File: src/rtl/syscfg_pkg.sv
package syscfg_pkg;

  localparam int NUM_REGS  = 11;
  localparam int DATA_W    = 32;
  localparam int LINES     = 16;
  localparam int SEL_W     = 4;

  localparam int IX_MAP    = 0;
  localparam int IX_CTLA   = 1;
  localparam int IX_SEL0   = 2;
  localparam int IX_STAT   = 6;
  localparam int IX_CTLB   = 7;
  localparam int IX_LOCK0  = 8;
  localparam int IX_KEY    = 9;
  localparam int IX_LOCK1  = 10;

  function automatic logic [DATA_W-1:0] rst_val(int i);
    return (i == IX_CTLA) ? 32'h7C00_0001 : 32'h0;
  endfunction

  function automatic logic [DATA_W-1:0] rw_bits(int i);
    logic [DATA_W-1:0] m;
    case (i)
      IX_MAP:  m = 32'h0000_0107;
      IX_CTLA: m = 32'hFCFF_0100;
      2, 3, 4, 5: m = 32'h0000_FFFF;
      IX_KEY:  m = 32'h0000_00FF;
      default: m = 32'h0;
    endcase
    return m;
  endfunction

  function automatic logic [DATA_W-1:0] so_bits(int i);
    logic [DATA_W-1:0] m;
    case (i)
      IX_CTLB:  m = 32'h0000_000F;
      IX_LOCK0: m = 32'hFFFF_FFFF;
      IX_LOCK1: m = 32'hFFFF_FFFF;
      default:  m = 32'h0;
    endcase
    return m;
  endfunction

  function automatic logic [DATA_W-1:0] co_bits(int i);
    return (i == IX_CTLA) ? 32'h0000_0001 : 32'h0;
  endfunction

  function automatic logic [DATA_W-1:0] w1c_bits(int i);
    return (i == IX_CTLB) ? 32'h0000_0100 : 32'h0;
  endfunction

endpackage

File: src/rtl/syscfg_reg.sv
module syscfg_reg #(
  parameter int              W     = 32,
  parameter logic [W-1:0]    RST   = '0,
  parameter logic [W-1:0]    RW    = '0,
  parameter logic [W-1:0]    SO    = '0,
  parameter logic [W-1:0]    CO    = '0,
  parameter logic [W-1:0]    W1C   = '0
) (
  input  logic         clk,
  input  logic         rst_n,
  input  logic         we,
  input  logic [W-1:0] wdata,
  output logic [W-1:0] q
);
  localparam logic [W-1:0] RSV = ~(RW | SO | CO | W1C);

  logic [W-1:0] q_nxt;

  always_comb begin
    q_nxt = (q & RSV)
          | (wdata & RW)
          | ((q | wdata) & SO)
          | ((q & wdata) & CO)
          | ((q & ~wdata) & W1C);
  end

  always_ff @(posedge clk or negedge rst_n) begin
    if (!rst_n)  q <= RST;
    else if (we) q <= q_nxt;
  end


  sticky_set_chk: assert property (@(posedge clk) disable iff (!rst_n)
    1'b1 |=> (($past(q) & SO & ~q) == '0));


  sticky_clr_chk: assert property (@(posedge clk) disable iff (!rst_n)
    1'b1 |=> ((~$past(q) & CO & q) == '0));


  reserved_hold_chk: assert property (@(posedge clk) disable iff (!rst_n)
    we |=> ((q & RSV) == (RST & RSV)));


  idle_hold_chk: assert property (@(posedge clk) disable iff (!rst_n)
    !we |=> $stable(q));

endmodule

File: src/rtl/syscfg_route.sv
module syscfg_route #(
  parameter int NUM_PORTS = 8,
  parameter int LINES     = 16,
  parameter int SEL_W     = 4
) (
  input  logic [LINES*SEL_W-1:0]     sel_flat,
  input  logic [NUM_PORTS*LINES-1:0] gpio,
  output logic [LINES-1:0]           line
);
  for (genvar n = 0; n < LINES; n++) begin : g_line
    logic [SEL_W-1:0] field;
    assign field = sel_flat[n*SEL_W +: SEL_W];

    always_comb begin
      line[n] = 1'b0;
      for (int p = 0; p < NUM_PORTS; p++) begin
        if (field == p[SEL_W-1:0]) line[n] = gpio[p*LINES + n];
      end
    end
  end
endmodule

File: src/rtl/syscfg_bank.sv
module syscfg_bank #(
  parameter int ADDR_W    = 8,
  parameter int NUM_PORTS = 8
) (
  input  logic                        clk,
  input  logic                        rst_n,
  input  logic                        bus_sel,
  input  logic                        bus_wr,
  input  logic [ADDR_W-1:0]           bus_addr,
  input  logic [31:0]                 bus_wdata,
  output logic [31:0]                 bus_rdata,
  input  logic [NUM_PORTS*16-1:0]     gpio_in,
  output logic [15:0]                 irq_line
);
  import syscfg_pkg::*;

  localparam int IDX_W   = ADDR_W - 2;
  localparam int SEL_REGS = LINES / 4;
  localparam logic [SEL_W:0] PORT_LIM = NUM_PORTS[SEL_W:0];
  localparam logic [ADDR_W-1:0] END_OFF = ADDR_W'(NUM_REGS * 4);

  logic              rst_q1, rst_sync_n;
  logic [IDX_W-1:0]  widx;
  logic              aligned;
  logic [NUM_REGS-1:0] we;
  logic [DATA_W-1:0] regs_q [NUM_REGS];
  logic [LINES*SEL_W-1:0] sel_flat;

  // reset: asserted at once, released after two edges
  always_ff @(posedge clk or negedge rst_n) begin
    if (!rst_n) begin
      rst_q1     <= 1'b0;
      rst_sync_n <= 1'b0;
    end else begin
      rst_q1     <= 1'b1;
      rst_sync_n <= rst_q1;
    end
  end

  assign widx    = bus_addr[ADDR_W-1:2];
  assign aligned = (bus_addr[1:0] == 2'b00);

  for (genvar i = 0; i < NUM_REGS; i++) begin : g_reg
    assign we[i] = bus_sel && bus_wr && aligned && (widx == IDX_W'(i));

    syscfg_reg #(
      .W   (DATA_W),
      .RST (rst_val(i)),
      .RW  (rw_bits(i)),
      .SO  (so_bits(i)),
      .CO  (co_bits(i)),
      .W1C (w1c_bits(i))
    ) u_reg (
      .clk   (clk),
      .rst_n (rst_sync_n),
      .we    (we[i]),
      .wdata (bus_wdata),
      .q     (regs_q[i])
    );
  end

  always_comb begin
    bus_rdata = '0;
    for (int i = 0; i < NUM_REGS; i++) begin
      if (aligned && widx == IDX_W'(i)) bus_rdata = regs_q[i];
    end
  end

  for (genvar s = 0; s < SEL_REGS; s++) begin : g_sel
    assign sel_flat[s*16 +: 16] = regs_q[IX_SEL0 + s][15:0];
  end

  syscfg_route #(
    .NUM_PORTS (NUM_PORTS),
    .LINES     (LINES),
    .SEL_W     (SEL_W)
  ) u_route (
    .sel_flat (sel_flat),
    .gpio     (gpio_in),
    .line     (irq_line)
  );


  unmapped_zero_chk: assert property (@(posedge clk) disable iff (!rst_sync_n)
    (bus_addr >= END_OFF) |-> (bus_rdata == '0));


  stat_zero_chk: assert property (@(posedge clk) disable iff (!rst_sync_n)
    (bus_addr == ADDR_W'(IX_STAT * 4)) |-> (bus_rdata == '0));

  for (genvar n = 0; n < LINES; n++) begin : g_line_chk

    default_port_chk: assert property (@(posedge clk) disable iff (!rst_sync_n)
      (sel_flat[n*SEL_W +: SEL_W] == '0) |-> (irq_line[n] == gpio_in[n]));


    no_port_chk: assert property (@(posedge clk) disable iff (!rst_sync_n)
      ({1'b0, sel_flat[n*SEL_W +: SEL_W]} >= PORT_LIM) |-> !irq_line[n]);
  end

endmodule

File: config.mk
export PLATFORM = sky130hd
export DESIGN_NAME = syscfg_bank
export DESIGN_NICKNAME = d
export VERILOG_FILES = /design/src/rtl/syscfg_pkg.sv /design/src/rtl/syscfg_reg.sv /design/src/rtl/syscfg_route.sv /design/src/rtl/syscfg_bank.sv
export SDC_FILE = /design/constraint.sdc
export NUM_CORES = 1
export LEC_CHECK = 0
export BUFFER_PORTS_ARGS = -buffer_cell sky130_fd_sc_hd__buf_2
export CAP_MARGIN = 20
export CORE_MARGIN = 3
export CORE_UTILIZATION = 41
export CTS_BUF_LIST = sky130_fd_sc_hd__clkbuf_2
export CTS_CLUSTER_DIAMETER = 80
export DETAILED_ROUTE_END_ITERATION = 8
export SETUP_SLACK_MARGIN = 0.5
export SLEW_MARGIN = 10
export SYNTH_ARGS = -nofsm -noshare
export SYNTH_HDL_FRONTEND = slang
export SYNTH_SLANG_ARGS = --single-unit
File: constraint.sdc
create_clock -name clk -period 5.4 [get_ports clk]
set_input_delay 0.27 -clock clk [delete_from_list [all_inputs] [get_ports clk]]
set_output_delay 0.27 -clock clk [all_outputs]
set_load 0.01 [all_outputs]
==> flow_summary.yaml, run 1 <==
critical_path:
  cp.arrival_ps: 2910
  crit_path_end_kind: "output port"
  critical_path_class: "input pin to output port"
  required_ps: 5130
  cp_max_fo: 42
  ff2ff_path_depth: 1
  startpoint_type: "input pin"
final_layout:
  ff_latch_area_sq_mm: 0.00409
  multi_input_area_sq_mm: 0.00386
  fill_cells: 1809
  area_growth_pct: 23.1
  drive_above_1_share: 0.463
  nets: 1032
  fin_util: 0.517
hold_path:
  hold_depth: 5
  min_path_type: "input pin to flop"
clock_network:
  cts_buffer_depth: 2
  cts_resized: 0
  clk_pin_slew_worst_paths_ps: 250
  clock_latency_ps: 740
  numClockSinks: 163
  cts_tree: "built"
  cts_root_buf: "clkbuf_2"
  ctsHoldBuffers: 36
  post-cts-setup-buffer-count: 0
  cts_max_level: 4
  cts_buffers: 17
global_route:
  grt_pass1_wl_mm: 36.4
  grt_use_total: 0.212
  grt_pass1_vias: 6973
  grt-ovfl-total: 0
  grt_antenna_before_repair: 1
  grt_max_degree: 83
placed_design:
  dp_hpwl_mm: 16.7
  gp_congestion: 0.833
  portBuffers: 219
timing:
  hold_violations: 0
  rsz0062_at_grt: "no"
  max_freq_mhz: 315
  fin_skew_ps: 26.3
  finalSetupTns_ps: 0
  drv_slew: 0
  max_slew_margin: 0.269
  setup_viol: 0
  post-route-period-util: 0.588
  tightest_slew_ps: 1100
  period_needed_ps: 3180
logic_synthesis:
  ys_warn_count: 0
  synth-edff-count: 0
  ys_ff_latch: 163
  synthesis.area_sq_mm: 0.00819
  synth_nets: 786
  synth_ff_type: "dfrtp_1"
  synth.avg_cell_area_sq_um: 13.3
  synth.distinct_cells: 58
  postSynthCellCount: 614
  ys_seq_area_frac: 0.499
  async_reset_ff_frac: 1.00
route:
  drt_first_pass_iters: 5
  ant_nets: 0
  viasPerCell: 5.62
  drt_iter0_drc: 343
  drt_wl_total_mm: 23.1
  post-route-drc-count: 0
  vias: 6403
  wl_per_cell_um: 20.3
die:
  core_sq_mm: 0.0195
  die_w_um: 147
  initial_utilization: 0.420
  std_cell_rows: 51
  die-area_sq_mm: 0.0217
  die_h_um: 147
  ios: 220
power:
  power_leakage_uw: 0.00550
  power.density_mw_per_mm2: 209
  vdd_drop_max_uv: 233
job:
  drv_cap: 0
status:
  status: "completed"
==> state kept, by name, indices dropped and copies added, names as in the netlist <==
| name | count |
|---|---|
| g.u_reg.q | 161 |
| rst_sync_n | 1 |
| rst_q1 | 1 |
==> synth_stat cells, drive strengths merged (2+ instances only) <==
library cell	count	share of area
nor2b	2	0.0015
nand3	5	0.0037
or4b	2	0.0024
a31oi	4	0.0031
nor2	26	0.013
mux4	34	0.093
nor3	12	0.013
mux2i	32	0.039
a222oi	14	0.017
nor4	5	0.0046
dfrtp	157	0.48
buf	22	0.017
a22o	2	0.0021
o21ai	5	0.0031
and2	2	0.0015
or4	2	0.0023
or2	2	0.0015
inv	16	0.0073
a21o	68	0.062
or3	2	0.0021
o21a	2	0.0018
o22a	4	0.0043
nand2	24	0.011
a22oi	7	0.0064
nand2b	3	0.0023
dfstp	6	0.019
clkbuf	13	0.0060
mux2	95	0.14
a221o	11	0.013
o22ai	16	0.012
a221oi	4	0.0043
nor4b	2	0.0021
a21oi	2	0.0012
==> worst max-delay path: stages <==
cell and delay (ps):
buf_2 740, nor4b_1 600, and2_0 820, a222oi_1 210
inv_1 110, buf_2 130
==> layout by cell type, fill, tap and decap left out, types with 16 or more instances in the layout <==
cell type	count
inv_1	16
o22ai_1	16
a21o_1	68
buf_2	219
mux4_2	34
mux2_2	85
nand2_1	23
dlygate4sd3_1	36
nor2_1	25
dfrtp_1	156
mux2i_1	32
clkbuf_2	17
==> layout make-up <==
| type | instances | area share |
|---|---|---|
| antenna | 1 | 0.000248 |
| clock inverter | 15 | 0.0108 |
| clock buffer | 17 | 0.00843 |
| multi-input combinational | 400 | 0.383 |
| sequential | 163 | 0.405 |
| timing repair buffer | 262 | 0.154 |
| inverter | 16 | 0.00595 |
| tap | 265 | 0.0329 |
==> worst paths after layout <==
check | from | endpoint | slack, ps
max | bus_addr[2] | bus_rdata[18] | 2220
min | bus_addr[0] | g_reg[8].u_reg.q[3] | 100
max reg2reg | rst_sync_n | g_reg[5].u_reg.q[4] | 4140
min reg2reg | rst_sync_n | g_reg[1].u_reg.q[31] | 190
max in group asynchronous | rst_sync_n | g_reg[5].u_reg.q[4] | 4140
min in group asynchronous | rst_sync_n | g_reg[1].u_reg.q[31] | 190
==> metal layers <==
layer / vias to the layer above / track usage / routed length, um
met1: 3296 / 0.260 / 9430
li1: 2864 / - / -
met5: - / 0 / 0
met4: 0 / 0.0722 / 517
met3: 40 / 0.0490 / 1230
met2: 203 / 0.370 / 12000
==> cells by family (layout without fill, tap and decap cells) <==
| logic type | after synthesis | count (layout) | synth area share |
|---|---|---|---|
| compound gates | 147 | 147 | 0.140 |
| buf+inv | 51 | 310 | 0.0304 |
| flops | 163 | 163 | 0.499 |
| mux | 161 | 161 | 0.268 |
| other cells | 1 | 2 | 0.000458 |
| simple gates | 91 | 91 | 0.0628 |
==> metrics by stage <==
stage               total power (uW)  hold WS [ps]  instance area (sq um)  setup WS (ps)  std cells
floorplan                       1420         -25.6                   8190            532        614
global placement                1530          55.9                   9480           2340       1068
detailed placement              1540          57.4                   9510           2240       1069
CTS                             2130          2.77                  10100           2220       1137
global route                    2220          36.7                  10100           1960       1139
finish                          2110          96.9                  10100           2220       1139
==> power breakdown <==
part | switching, uW | internal, uW | leakage, uW
sequential | 30.8 | 1260 | 0.00224
clock | 450 | 122 | 0.000114
combinational | 116 | 138 | 0.00315
total | 597 | 1520 | 0.00550
No activity file was read; power rests on OpenSTA's default activity.
==> inputs of run 2 (changes only) <==
--- a/config.mk
+++ b/config.mk
@@ -12,6 +12,7 @@
 export CTS_BUF_LIST = sky130_fd_sc_hd__clkbuf_2
 export CTS_CLUSTER_DIAMETER = 80
 export DETAILED_ROUTE_END_ITERATION = 8
+export PLACE_DENSITY = 0.67
 export SETUP_SLACK_MARGIN = 0.5
 export SLEW_MARGIN = 10
 export SYNTH_ARGS = -nofsm -noshare
==> constraint.sdc (replaced) <==
create_clock -name clk -period 2.6 [get_ports clk]
set_input_delay 0.13 -clock clk [delete_from_list [all_inputs] [get_ports clk]]
set_output_delay 0.13 -clock clk [all_outputs]
set_load 0.01 [all_outputs]
==> run 2 against run 1 <==
Net effect: utilization is 3.1 points higher; hold slack improved by 42 ps; largest cell class unchanged; first-iteration DRC count is 33% higher; global-route usage barely moved; die area did not move.
==> flow_summary.yaml, run 2 (synthesized netlist as in run 1, its figures left out) <==
power:
  power.density_mw_per_mm2: 426
  vdd_drop_max_uv: 422
  power_leakage_uw: 0.00580
critical_path:
  cp_max_fo: 3
  crit_path_end_kind: "output port"
  slowest_stage: "mux4_2"
  ff2ff_path_depth: 2
  rr_startpoint: "g_reg[4].u_reg.q[8]"
  startpoint_type: "flop"
  path_delay_family: "multiplexers"
  critical_path_class: "flop to output port"
  regToRegSetupSlack_ps: 1620
  cp_num_cells: 5
  cp_cell_sequence: "mux4_2, nand3_1, o221a_2, a22oi_1, buf_2"
  critical_path_buf_inv_count: 1
  critPathMaxStageDelay_ps: 480
  worstReg2RegEnd: "g_reg[4].u_reg.q[8]"
  cp.arrival_ps: 2160
  crit_start: "g_reg[2].u_reg.q[8]"
  required_ps: 2470
  endpoint: "bus_rdata[8]"
final_layout:
  final_cells: 1194
  drive_above_1_share: 0.532
  top_regs: "g.u_reg.q: 161 flops, rst_q1: 1 flops, rst_sync_n: 1 flops"
  top_register: "g.u_reg.q"
  layout_commonest_cell: "buf_2"
  fill_cells: 1714
  multi_input_area_sq_mm: 0.00397
  ff_latch_area_sq_mm: 0.00411
  area_growth_pct: 30.5
  largest_reg_flops: 161
  nets: 1087
  final_cell_mix: "buf_2 (219), dfrtp_1 (140), mux2_2 (85)"
die:
  std_cell_rows: 51
  die_h_um: 147
  core_sq_mm: 0.0195
  initial_utilization: 0.420
  die-area_sq_mm: 0.0217
  die_w_um: 147
  ios: 220
status:
  status: "completed"
timing:
  drv_slew: 0
  period_needed_ps: 2290
  fin_skew_ps: 27.1
  rsz0062_at_grt: "yes"
  max_slew_margin: 0.507
  setup_viol: 0
  max_freq_mhz: 436
  finalSetupTns_ps: 0
  hold_violations: 0
  tightest_slew_ps: 735
  post-route-period-util: 0.882
route:
  wl_per_cell_um: 19.3
  drt_iter0_drc: 456
  drt_wl_total_mm: 23.0
  wl_met2_mm: 11.3
  vias: 6612
  highest_layer: "met4"
  ant_nets: 0
  drt_first_pass_iters: 7
  routed-wl-met3_mm: 1.70
  viasPerCell: 5.54
  met1_length_mm: 9.69
  post-route-drc-count: 0
global_route:
  grt_use_total: 0.212
  grt_pass1_wl_mm: 36.5
  grt_max_degree: 62
  grt_pass1_vias: 6766
  grt-ovfl-total: 0
  grt_antenna_before_repair: 1
placed_design:
  dp.cells: 1091
  dp_hpwl_mm: 16.2
  gp_congestion: 0.881
  portBuffers: 219
hold_path:
  min_path_type: "input pin to flop"
clock_network:
  cts_buffer_depth: 2
  clock_latency_ps: 730
  clk_pin_slew_worst_paths_ps: 250
  cts_buffers: 17
  cts_tree: "built"
  cts_max_level: 4
  cts_root_buf: "clkbuf_2"
  numClockSinks: 163
job:
  drv_cap: 0
run 2: changes by cell type in the layout (fill, tap and decap cells not counted), moves of 5 or more:
| cell | delta |
|---|---|
| mux2i_1 | -5 |
| buf_6 | +6 |
| dfrtp_1 | -16 |
| dfrtp_2 | +16 |
| buf_4 | +45 |
run 2: repair_timing:
item                                    CTS  global route
hold buffers                             38             0
endpoints found under the setup margin   29            48
endpoints found under the hold margin   163             0
pin swaps                                 8             8
buffers inserted                         20            11
gates resized for setup                  26            19
gates cloned                              0             1
run 2: cell type report:
| cell class | instances | share of cell area |
|---|---|---|
| clock inverters | 15 | 0.0124 |
| clock buffers | 17 | 0.00796 |
| flip-flops and latches | 163 | 0.384 |
| well taps | 265 | 0.0310 |
| multi-input cells | 400 | 0.372 |
| diodes | 1 | 0.000234 |
| repair buffers | 317 | 0.187 |
| inverters | 16 | 0.00562 |
run 2: tightest hold or removal path: stages:
cell,delay (ps)
buf_2,150
nor2b_1,120
nand2_1,130
nor3_1,140
a21o_1,200
run 2: layer usage:
layer	global-route usage	vias to the layer above
li1	-	2974
met1	0.290	3333
met2	0.350	282
met3	0.0478	23
met4	0.0447	0
met5	0	-
run 2: stage by stage:
| step | power (uW) | worst slack (ps) | hold WS (ps) | instance area, sq um | util |
|---|---|---|---|---|---|
| floorplan | 2960 | 652 | -166 | 8200 | - |
| finish | 4550 | 307 | 139 | 10700 | 0.548 |
| CTS | 4600 | 200 | 34.1 | 10500 | 0.538 |
| detailed placement | 3210 | 430 | -79.9 | 9690 | 0.496 |
| global route | 4790 | 147 | 33.8 | 10700 | 0.548 |
| global placement | 3200 | 451 | -80.2 | 9690 | 0.496 |
run 2: how the worst min path moves through the flow:
stage / end / slack [ps] / startpoint / cells past startpoint
finish: g_reg[7].u_reg.q[3] / 140 / bus_addr[5] / 5
global route: g_reg[8].u_reg.q[24] / 30 / bus_wdata[24] / 3
CTS: g_reg[7].u_reg.q[3] / 30 / bus_addr[5] / 5
detailed placement: rst_q1 / -80 / rst_n / 1
global placement: rst_q1 / -80 / rst_n / 1
floorplan: rst_q1 / -170 / rst_n / 0
run 2: power by group:
part,total [uW],internal (uW),switching (uW)
registers,2670,2610,57.4
logic,573,313,260
clock network,1310,354,957
total,4550,3280,1270
